--- config.mk ---
export PLATFORM = sky130hd
export DESIGN_NAME = xbc_cfg_port
export DESIGN_NICKNAME = d
export VERILOG_FILES = /design/src/rtl/xcp_pkg.sv /design/src/rtl/xcp_index_reg.sv /design/src/rtl/xcp_bank_file.sv /design/src/rtl/xcp_err_unit.sv /design/src/rtl/xbc_cfg_port.sv
export SDC_FILE = /design/constraint.sdc
export NUM_CORES = 2
export LEC_CHECK = 0
export BUFFER_PORTS_ARGS = -buffer_cell sky130_fd_sc_hd__buf_2
export CORE_AREA = 10 10 243 245
export DETAILED_ROUTE_END_ITERATION = 12
export DIE_AREA = 0 0 253 255
export HOLD_SLACK_MARGIN = 0.02
export MAX_ROUTING_LAYER = met4
export PLACE_DENSITY = 0.75
export SLEW_MARGIN = 20
export SYNTH_ARGS = -nofsm -noshare
export SYNTH_HDL_FRONTEND = slang
export SYNTH_SLANG_ARGS = --single-unit
--- constraint.sdc ---
create_clock -name clk -period 4.3 [get_ports clk]
set_clock_uncertainty 0.1 [all_clocks]
set_input_delay 0.215 -clock clk [delete_from_list [all_inputs] [get_ports clk]]
set_output_delay 0.215 -clock clk [all_outputs]
set_load 0.05 [all_outputs]
--- src/rtl/xcp_pkg.sv ---
// Package: shared index map and reset constants of the indirect
// configuration port. Assumes NBANK never exceeds 16, so that the two
// bank windows do not overlap.
package xcp_pkg;
    localparam int XCP_IDX_CTRL_BASE = 'h00;
    localparam int XCP_IDX_ACC_BASE  = 'h10;
    localparam int XCP_IDX_EADDR     = 'h20;
    localparam int XCP_IDX_STAT0     = 'h21;
    localparam int XCP_IDX_STAT1     = 'h22;
    localparam int XCP_IDX_CFG       = 'h23;
    localparam logic [31:0] XCP_CFG_RST = 32'h8040_0000;

    // Which internal register a given index value lands on.
    typedef enum logic [2:0] {
        SEL_NONE,
        SEL_CTRL,
        SEL_ACC,
        SEL_EADDR,
        SEL_STAT0,
        SEL_STAT1,
        SEL_CFG
    } xcp_sel_e;
endpackage

--- src/rtl/xcp_index_reg.sv ---
// Module: index (address) register of the indirect port.
// Loads the full data word when the bus writes the index register number.
// Assumes: one-cycle write strobes. It never changes the index on its own.
module xcp_index_reg #(
    parameter int DW = 32
) (
    input  logic          clk,
    input  logic          rst_n,
    input  logic          we,
    input  logic [DW-1:0] wdata,
    output logic [DW-1:0] idx_q
);
    // Hold the index; reload it only on an explicit write.
    always_ff @(posedge clk) begin
        if (!rst_n)  idx_q <= '0;
        else if (we) idx_q <= wdata;
    end
endmodule

--- src/rtl/xcp_bank_file.sv ---
// Module: per-bank control and access-parameter words.
// Each bank has two full-width words, written by one-hot enables.
// Assumes: at most one enable is high per cycle (the decoder guarantees this).
module xcp_bank_file #(
    parameter int DW    = 32,
    parameter int NBANK = 8
) (
    input  logic                       clk,
    input  logic                       rst_n,
    input  logic [NBANK-1:0]           ctrl_we,
    input  logic [NBANK-1:0]           acc_we,
    input  logic [DW-1:0]              wdata,
    output logic [NBANK-1:0][DW-1:0]   ctrl_q,
    output logic [NBANK-1:0][DW-1:0]   acc_q
);
    for (genvar b = 0; b < NBANK; b++) begin : g_bank
        // Bank control word b: reset to zero, full overwrite on write.
        always_ff @(posedge clk) begin
            if (!rst_n)          ctrl_q[b] <= '0;
            else if (ctrl_we[b]) ctrl_q[b] <= wdata;
        end

        // Access-parameter word b: reset to zero, full overwrite on write.
        always_ff @(posedge clk) begin
            if (!rst_n)         acc_q[b] <= '0;
            else if (acc_we[b]) acc_q[b] <= wdata;
        end
    end
endmodule

--- src/rtl/xcp_err_unit.sv ---
// Module: bus error capture, with two sticky status words and one error address.
// Status bits are set by hardware events and cleared by writing ones; a set wins
// over a clear on the same bit. The address is captured only while both status
// words are clear, so it keeps the first error. Assumes err_bits and err_addr
// are meaningful only when err_evt is non-zero.
module xcp_err_unit #(
    parameter int DW = 32
) (
    input  logic          clk,
    input  logic          rst_n,
    input  logic [1:0]    err_evt,
    input  logic [DW-1:0] err_bits,
    input  logic [DW-1:0] err_addr,
    input  logic [1:0]    clr_we,
    input  logic [DW-1:0] wdata,
    output logic [DW-1:0] eaddr_q,
    output logic [1:0][DW-1:0] stat_q
);
    logic all_clear;

    // Both status words empty: the next error is the first one.
    always_comb all_clear = (stat_q[0] == '0) && (stat_q[1] == '0);

    for (genvar k = 0; k < 2; k++) begin : g_stat
        // Status word k: write-one-to-clear, then OR in the event bits.
        always_ff @(posedge clk) begin
            if (!rst_n) begin
                stat_q[k] <= '0;
            end else begin
                stat_q[k] <= (stat_q[k] & ~(clr_we[k] ? wdata : '0))
                           | (err_evt[k] ? err_bits : '0);
            end
        end
    end

    // Error address: capture on the first error only; read-only to the bus.
    always_ff @(posedge clk) begin
        if (!rst_n)                       eaddr_q <= '0;
        else if ((|err_evt) && all_clear) eaddr_q <= err_addr;
    end
endmodule

--- src/rtl/xbc_cfg_port.sv ---
// Module: top of the indirect configuration port.
// Decodes the two bus register numbers, classifies the stored index, routes
// data writes to the selected internal register and registers read data.
// Assumes: reg_wr and reg_rd are single-cycle and never high together.
module xbc_cfg_port
    import xcp_pkg::*;
#(
    parameter int          AW          = 10,
    parameter int          DW          = 32,
    parameter int          NBANK       = 8,
    parameter logic [9:0]  IDX_REG_NUM = 10'h012
) (
    input  logic          clk,
    input  logic          rst_n,
    input  logic [AW-1:0] reg_num,
    input  logic          reg_wr,
    input  logic          reg_rd,
    input  logic [DW-1:0] reg_wdata,
    output logic [DW-1:0] reg_rdata,
    input  logic [1:0]    err_evt,
    input  logic [DW-1:0] err_bits,
    input  logic [DW-1:0] err_addr
);
    localparam logic [AW-1:0] NUM_IDX = AW'(IDX_REG_NUM);
    localparam logic [AW-1:0] NUM_DAT = AW'(IDX_REG_NUM) + AW'(1);

    logic                     hit_idx, hit_dat;
    logic [DW-1:0]            idx_q;
    logic [NBANK-1:0]         sel_ctrl, sel_acc;
    xcp_sel_e                 sel;
    logic                     dat_wr;
    logic [NBANK-1:0][DW-1:0] ctrl_q, acc_q;
    logic [DW-1:0]            eaddr_q, cfg_q;
    logic [1:0][DW-1:0]       stat_q;
    logic [DW-1:0]            bank_rd, rd_mux;

    // Which of the two port registers the current access addresses.
    always_comb begin
        hit_idx = (reg_num == NUM_IDX);
        hit_dat = (reg_num == NUM_DAT);
        dat_wr  = reg_wr && hit_dat;
    end

    xcp_index_reg #(.DW(DW)) u_idx (
        .clk   (clk),
        .rst_n (rst_n),
        .we    (reg_wr && hit_idx),
        .wdata (reg_wdata),
        .idx_q (idx_q)
    );

    // One-hot bank match of the stored index, per bank.
    for (genvar b = 0; b < NBANK; b++) begin : g_dec
        always_comb begin
            sel_ctrl[b] = (idx_q == DW'(XCP_IDX_CTRL_BASE + b));
            sel_acc[b]  = (idx_q == DW'(XCP_IDX_ACC_BASE + b));
        end
    end

    // Classify the index into one internal register kind.
    always_comb begin
        if (|sel_ctrl)                         sel = SEL_CTRL;
        else if (|sel_acc)                     sel = SEL_ACC;
        else if (idx_q == DW'(XCP_IDX_EADDR))  sel = SEL_EADDR;
        else if (idx_q == DW'(XCP_IDX_STAT0))  sel = SEL_STAT0;
        else if (idx_q == DW'(XCP_IDX_STAT1))  sel = SEL_STAT1;
        else if (idx_q == DW'(XCP_IDX_CFG))    sel = SEL_CFG;
        else                                   sel = SEL_NONE;
    end

    xcp_bank_file #(.DW(DW), .NBANK(NBANK)) u_banks (
        .clk     (clk),
        .rst_n   (rst_n),
        .ctrl_we (dat_wr ? sel_ctrl : '0),
        .acc_we  (dat_wr ? sel_acc  : '0),
        .wdata   (reg_wdata),
        .ctrl_q  (ctrl_q),
        .acc_q   (acc_q)
    );

    xcp_err_unit #(.DW(DW)) u_err (
        .clk      (clk),
        .rst_n    (rst_n),
        .err_evt  (err_evt),
        .err_bits (err_bits),
        .err_addr (err_addr),
        .clr_we   ({dat_wr && (sel == SEL_STAT1), dat_wr && (sel == SEL_STAT0)}),
        .wdata    (reg_wdata),
        .eaddr_q  (eaddr_q),
        .stat_q   (stat_q)
    );

    // Configuration word: full overwrite through the data register.
    always_ff @(posedge clk) begin
        if (!rst_n)                        cfg_q <= DW'(XCP_CFG_RST);
        else if (dat_wr && sel == SEL_CFG) cfg_q <= reg_wdata;
    end

    // OR-reduce the selected bank words (at most one select is high).
    always_comb begin
        bank_rd = '0;
        for (int b = 0; b < NBANK; b++) begin
            bank_rd = bank_rd | (sel_ctrl[b] ? ctrl_q[b] : '0)
                              | (sel_acc[b]  ? acc_q[b]  : '0);
        end
    end

    // Read result: index register, the selected internal register, or zero.
    always_comb begin
        rd_mux = '0;
        if (hit_idx) begin
            rd_mux = idx_q;
        end else if (hit_dat) begin
            unique case (sel)
                SEL_CTRL, SEL_ACC: rd_mux = bank_rd;
                SEL_EADDR:         rd_mux = eaddr_q;
                SEL_STAT0:         rd_mux = stat_q[0];
                SEL_STAT1:         rd_mux = stat_q[1];
                SEL_CFG:           rd_mux = cfg_q;
                default:           rd_mux = '0;
            endcase
        end
    end

    // Register read data on a read strobe; hold it otherwise.
    always_ff @(posedge clk) begin
        if (!rst_n)      reg_rdata <= '0;
        else if (reg_rd) reg_rdata <= rd_mux;
    end
endmodule

=== After elaboration in Yosys (flattened, before gate mapping) ===
Cells that the tools add are included.

* Word-level logic and storage cells: 115
* Bits of input ports: 112
* Flip-flop bits (word level): 704
* Output and inout port bits: 32

* Reductions and logical operators: 14
* Bitwise operators: 21
* Equal/unequal tests: 27
* Muxes and demuxes: 31

{| class="wikitable"
|+ Operators with widths
! kind !! count
|-
| 32-bit two-way mux || 22
|-
| 32-bit bitwise OR || 17
|-
| 32-bit by 5-bit equality test with 1-bit output (second input constant) || 8
|-
| 32-bit case mux with 5 select lines || 1
|-
| 32-bit by 3-bit equality test with 1-bit output (second input constant) || 4
|-
| 32-bit by 6-bit equality test with 1-bit output (second input constant) || 4
|-
| 32-bit logical NOT || 3
|-
| 32-bit AND || 2
|-
| 32-bit by 2-bit equality test with 1-bit output (second input constant) || 2
|-
| 32-bit NOT || 2
|-
| 32-bit by 1-bit equality test with 1-bit output (second input constant) || 1
|-
| 10-bit by 5-bit equality test with 1-bit output (second input constant) || 2
|-
| 3-bit two-way mux || 6
|-
| 8-bit two-way mux || 2
|-
| 8-bit OR reduction || 2
|-
| 3-bit equality test (second input constant) || 3
|-
| 1-bit logical AND || 7
|-
| 3-bit by 2-bit equality test with 1-bit output (second input constant) || 2
|-
| 2-bit OR reduction || 2
|-
| 3-bit by 1-bit equality test with 1-bit output (second input constant) || 1
|}

=== Logic depth before layout (Yosys ltp) ===
* Depth in word-level cells: 20
* Gate-level depth with buffers: 11
* Mapped depth without buffers: 7

=== Cells and area by module ===
Synthesis repeated with hierarchy kept, for this count alone.

* Cells, all modules: 3261
* Area total of the unflattened synthesis: 32772.7 sq um

{| class="wikitable"
|+ Modules (own cells, without submodules)
! module !! cells each !! area each (sq um) !! seq. area each (sq um) !! times used
|-
| xcp_bank_file || 1689 || 20065.5 || 10249.8 || 1
|-
| xbc_cfg_port || 1032 || 7569.8 || 1281.2 || 1
|-
| xcp_err_unit || 437 || 3893.7 || 1921.8 || 1
|-
| xcp_index_reg || 103 || 1243.7 || 640.6 || 1
|}

=== Worst setup path before layout ===
No wires, ideal clock.

* Path kind: in2reg
* Start: input port reg_num[5]
* End: register u_banks.acc_q[33] (netlist bit)
* Stages: 10
* Data arrival time: 2212 ps
* Path buffers: 4
* Slack: 1871 ps
* Data required time: 4084 ps
* Setup time: 116 ps
* Path through: or4b_1 nor3_2 and3_1 clkbuf_2 buf_4 buf_2 nand3_1 clkbuf_1 nand2_1 a21boi_1

* Cells in the longest elaborated chain, start to end: 3

{| class="wikitable"
|+ RTL lines
! what !! line !! text
|-
| start: declaration || xbc_cfg_port.sv:15 || <nowiki>input logic [AW-1:0] reg_num,</nowiki>
|-
| 10-bit by 5-bit equality test with 1-bit output || xbc_cfg_port.sv:40 || <nowiki>hit_dat = (reg_num == NUM_DAT);</nowiki>
|-
| 1-bit logical AND || xbc_cfg_port.sv:41 || <nowiki>dat_wr = reg_wr && hit_dat;</nowiki>
|-
| 8-bit two-way mux || xbc_cfg_port.sv:75 || <nowiki>.acc_we (dat_wr ? sel_acc : '0),</nowiki>
|-
| end signal: indexed assignment || xcp_bank_file.sv:26 || <nowiki>else if (acc_we[b]) acc_q[b] <= wdata;</nowiki>
|-
| end: declaration || xcp_bank_file.sv:14 || <nowiki>output logic [NBANK-1:0][DW-1:0] acc_q</nowiki>
|}

No other way between the ends.
A chain may end at the register's enable or synchronous reset.

=== Final worst setup path ===
* Start: register u_idx.idx_q[1]
* End: register reg_rdata[13]

* Cells in the longest elaborated chain, start to end: 20
* Elaborated cells on any way between the ends: 69
* Those cells by class: eq/ne (25); mux (25); bitwise (15); reduce/logical (4)

{| class="wikitable"
|+ RTL lines
! what !! line !! text
|-
| start: declaration || xcp_index_reg.sv:11 || <nowiki>output logic [DW-1:0] idx_q</nowiki>
|-
| start signal: assignment || xcp_index_reg.sv:16 || <nowiki>else if (we) idx_q <= wdata;</nowiki>
|-
| 32-bit by 5-bit equality test with 1-bit output or 32-bit logical NOT (tied branches) || xbc_cfg_port.sv:56, xbc_cfg_port.sv:55 ||
|-
| 32-bit two-way mux, on equally long branches || xbc_cfg_port.sv:104, xbc_cfg_port.sv:103 ||
|-
| 32-bit bitwise OR || xbc_cfg_port.sv:104 || <nowiki>| (sel_acc[b] ? acc_q[b] : '0);</nowiki>
|-
| 32-bit bitwise OR || xbc_cfg_port.sv:103 || <nowiki>bank_rd = bank_rd | (sel_ctrl[b] ? ctrl_q[b] : '0)</nowiki>
|-
| 32-bit bitwise OR || xbc_cfg_port.sv:104 ||
|-
| 32-bit bitwise OR || xbc_cfg_port.sv:103 ||
|-
| 32-bit bitwise OR || xbc_cfg_port.sv:104 ||
|-
| 32-bit bitwise OR || xbc_cfg_port.sv:103 ||
|-
| [4 not listed] || -- ||
|-
| 32-bit bitwise OR || xbc_cfg_port.sv:104 ||
|-
| 32-bit bitwise OR || xbc_cfg_port.sv:103 ||
|-
| 32-bit bitwise OR || xbc_cfg_port.sv:104 ||
|-
| 32-bit bitwise OR || xbc_cfg_port.sv:103 ||
|-
| 32-bit bitwise OR || xbc_cfg_port.sv:104 ||
|-
| 32-bit case mux with 5 select lines * || xbc_cfg_port.sv:114 || <nowiki>unique case (sel)</nowiki>
|-
| 32-bit two-way mux * || xbc_cfg_port.sv:113 || <nowiki>end else if (hit_dat) begin</nowiki>
|-
| 32-bit two-way mux * || xbc_cfg_port.sv:111 || <nowiki>if (hit_idx) begin</nowiki>
|-
| end signal: assignment || xbc_cfg_port.sv:128 || <nowiki>else if (reg_rd) reg_rdata <= rd_mux;</nowiki>
|-
| end: declaration || xbc_cfg_port.sv:19 || <nowiki>output logic [DW-1:0] reg_rdata,</nowiki>
|}

Mark *: on every way between the ends. The rest lies on a longest branch, timed or not.

==> impl_results.rst <==
.. list-table::
   :header-rows: 1

   * - Metric
     - Value
   * - CP max FO
     - 19
   * - Max frequency
     - 268 MHz
   * - Vias per Instance
     - 6.70
   * - Port Buffer Count
     - 143
   * - DP HPWL
     - 82200 microns
   * - Fin. Hold Viols
     - 0
   * - Synthesized flop and latch total
     - 704
   * - Core Area
     - 54400 sq um
   * - Initial standard-cell utilization of the core
     - 57.2%
   * - Clock slew at reported path FFs
     - 0.06 ns
   * - Part of the cycle the worst path needs
     - 86.7%
   * - Remaining routing DRC violations
     - 0
   * - Total Wirelength
     - 132000 microns
   * - H-Tree Level Count
     - 3
   * - DR iter-0 viols
     - 5260
   * - Slew Limit Fails
     - 0
   * - Routability congestion estimate from global placement
     - 1.07
   * - Antenna violations before repair
     - 6
   * - Sum of overflow across all layers after global routing
     - 0
   * - Synthesized area
     - 31100 sq um
   * - Post-Synthesis Mean Instance Area
     - 8.17 sq um
   * - Source-to-sink clock delay at the later pin of the worst-skew pair
     - 0.64 ns
   * - Power share of the clock group
     - 48.1%
   * - DIE HEIGHT
     - 255 microns
   * - Full die area
     - 64500 sq um
   * - Category of the worst setup path capture point
     - flop
   * - Setup Total Neg Slack
     - 0 ns
   * - CTS-repair resized insts
     - 0
   * - Number of top-level design ports
     - 144
   * - Via count of the first global-routing pass
     - 29500
   * - Area growth from synthesis to layout
     - 17.0%
   * - Count of warnings emitted by yosys
     - 0
   * - Primary flip-flop cell chosen by synthesis mapping
     - sky130_fd_sc_hd__dfxtp_1
   * - Peak ir drop on the vdd network
     - 0.267 mV
   * - Max-cap check violation count
     - 0
   * - Worst-margin pin slew
     - 1.08 ns
   * - Worst path arrival time
     - 4.09 ns
   * - Post-Layout Cell Count
     - 4671
   * - Number of CTS-inserted buffers
     - 74
   * - Unrepaired setup endpoints after global routing
     - no
   * - Crit path required time
     - 4.66 ns
   * - Total placed cells including tap cells
     - 4434
   * - Power spent charging and discharging nets
     - 3.23 mW
   * - Cell with the most instances after synthesis
     - sky130_fd_sc_hd__nand2_1
   * - CTS tree
     - done
   * - ANT nets after route
     - 0
   * - CP Class
     - reg2reg
   * - Clock Sink Count
     - 704
   * - Pwr dens
     - 387 nW/um^2
   * - Top-area cell type share of the netlist area
     - 45.3%
   * - Count of flip-flops with a built-in enable after synthesis
     - 0
   * - Sequential share of power
     - 47.1%
   * - Comb pwr share
     - 4.7%
   * - First-pass GRT wire length
     - 192000 microns
   * - Share of synthesized registers carrying an async set or reset
     - 0%
   * - Top cells by area in the synthesized netlist
     - sky130_fd_sc_hd__dfxtp_1, sky130_fd_sc_hd__nand2_1, sky130_fd_sc_hd__a21boi_1
   * - Syn_nets
     - 3924
   * - Width of the chip
     - 253 microns
   * - Sequential share of the synthesized area
     - 45.3%
   * - Post-Synthesis Cells
     - 3812
   * - Pin count of the biggest net entering global routing
     - 138
   * - Root Driver
     - sky130_fd_sc_hd__clkbuf_16
   * - WL/cell
     - 28.2 microns
   * - Layout cell share with drive strength beyond 1
     - 12.1%
   * - Global-route total usage across every layer
     - 40.9%
   * - Synth cell count leaders
     - sky130_fd_sc_hd__nand2_1, sky130_fd_sc_hd__dfxtp_1, sky130_fd_sc_hd__a21boi_1
   * - Result of the run
     - finished clean
   * - Crit path launch type
     - flop
   * - Distinct cell type count after synthesis
     - 64
   * - Largest area contributor in the synthesized netlist
     - sky130_fd_sc_hd__dfxtp_1
   * - Reported leakage power
     - 12.5 nW
   * - Detailed-route via count
     - 31300
   * - Final setup violation count
     - 0
   * - Clock Path Buffers
     - 3
   * - Post-layout min period
     - 3.73 ns
   * - Site row count
     - 86
   * - Net switching share of the total power
     - 22.9%
   * - Tightest Hold Check Type
     - in2reg
   * - Net count, final
     - 4013
   * - Internal power
     - 10.9 mW
   * - Worst max-slew margin expressed relative to the limit
     - 28.0%
   * - DR pass1 iterations
     - 8
==> flip-flops by register name, indices dropped and copies added, names as in the netlist <==
name,flops
cfg_q,32
reg_rdata,32
u_banks.acc_q,256
u_banks.ctrl_q,256
u_err.eaddr_q,32
u_err.stat_q,64
u_idx.idx_q,32
==> timing repair <==
item | CTS | global route
setup buffers | 0 | 0
endpoints found under the hold margin | 577 | 0
hold buffers | 95 | 0
==> cell families (layout without fill, tap and decap cells) <==
logic type	Yosys count	count (layout)	synth area share, %
AO/OA/AOI/OAI	1054	1054	25.7
buffers and inverters	378	525	5.02
AND/OR/NAND/NOR	1641	1641	22.9
other	0	8	0
flip-flops	704	704	45.3
multiplexers	35	35	1.13
==> worst max-delay path: stages (launching register included) <==
cell,delay [ns]
sky130_fd_sc_hd__dfxtp_1,0.86
sky130_fd_sc_hd__nor4_4,0.22
sky130_fd_sc_hd__buf_4,0.28
sky130_fd_sc_hd__a22oi_1,0.33
sky130_fd_sc_hd__o21ai_0,0.13
sky130_fd_sc_hd__a221oi_1,0.85
sky130_fd_sc_hd__nand4_1,0.19
sky130_fd_sc_hd__nor3_1,0.50
sky130_fd_sc_hd__a211oi_1,0.09
==> path summary, 6_finish.rpt <==
check	startpoint	end	slack (ns)	cells after the start
worst min register to register	u_banks.ctrl_q[43]$_SDFFE_PN0P_	u_banks.ctrl_q[43]$_SDFFE_PN0P_	0.35	2
worst max-delay path	u_idx.idx_q[1]$_SDFFE_PN0P_	reg_rdata[13]$_SDFFE_PN0P_	0.57	8
worst max register to register	u_idx.idx_q[1]$_SDFFE_PN0P_	reg_rdata[13]$_SDFFE_PN0P_	0.57	8
worst min-delay path	rst_n	u_banks.acc_q[176]$_SDFFE_PN0P_	0.03	2
==> power by group through the flow <==
stage               combinational (mW)  sequential [mW]  clock [mW]
floorplan                        0.347             6.77           0
detailed placement               0.571             6.78           0
finish                           0.667             6.65        6.78
CTS                              0.640             6.64        6.74
global route                     0.694             6.64        7.02
global placement                 0.568             6.78           0
==> area by class of cell <==
cell class,instances,area [sq um]
fill,4450,18000
multi-input combinational,2730,15800
sequential,704,14100
timing repair buffer,387,3050
clock buffer,109,2230
tap,704,881
clock inverter,25,317
antenna,8,20.0
inverter,4,15.0
==> per-stage QoR <==
step / power (mW) / utilization, % / hold WS (ns) / instance area, sq um / setup WS [ns]
after global placement: 7.35 / 60.4 / 0.336 / 32900 / 0.927
after floorplan: 7.12 / - / 0.281 / 31100 / 1.87
final: 14.1 / 66.9 / 0.0342 / 36400 / 0.572
after detailed placement: 7.35 / 60.4 / 0.342 / 32900 / 0.949
after CTS: 14.0 / 66.8 / 0.0208 / 36400 / 0.905
after global routing: 14.4 / 66.9 / 0.0485 / 36400 / 0.656
==> per-layer routing <==
metal  vias up  global-route usage, %  routed length (microns)
met5         -                      -                        0
met4         0                   27.0                     9930
met3       698                   14.0                    21200
met2      2631                   56.8                    53600
met1     14600                   49.8                    47000
li1      13300                      -                        -
==> layout by cell type, fill, tap and decap left out, types with 33 or more instances in the layout <==
cell                            synthesis  layout
sky130_fd_sc_hd__clkbuf_16              0      79
sky130_fd_sc_hd__nand2_1             1310    1310
sky130_fd_sc_hd__dfxtp_1              704     704
sky130_fd_sc_hd__dlygate4sd3_1          0      95
sky130_fd_sc_hd__buf_4                  4     129
sky130_fd_sc_hd__nor2b_1               99      99
sky130_fd_sc_hd__mux2i_1               33      33
sky130_fd_sc_hd__a21boi_1             294     294
sky130_fd_sc_hd__buf_2                 95     142
sky130_fd_sc_hd__a21boi_0             280     280
sky130_fd_sc_hd__a22oi_1              262     262
sky130_fd_sc_hd__a21oi_1               33      33
sky130_fd_sc_hd__a22o_1                36      36
No activity file was read; power rests on OpenSTA's default activity.
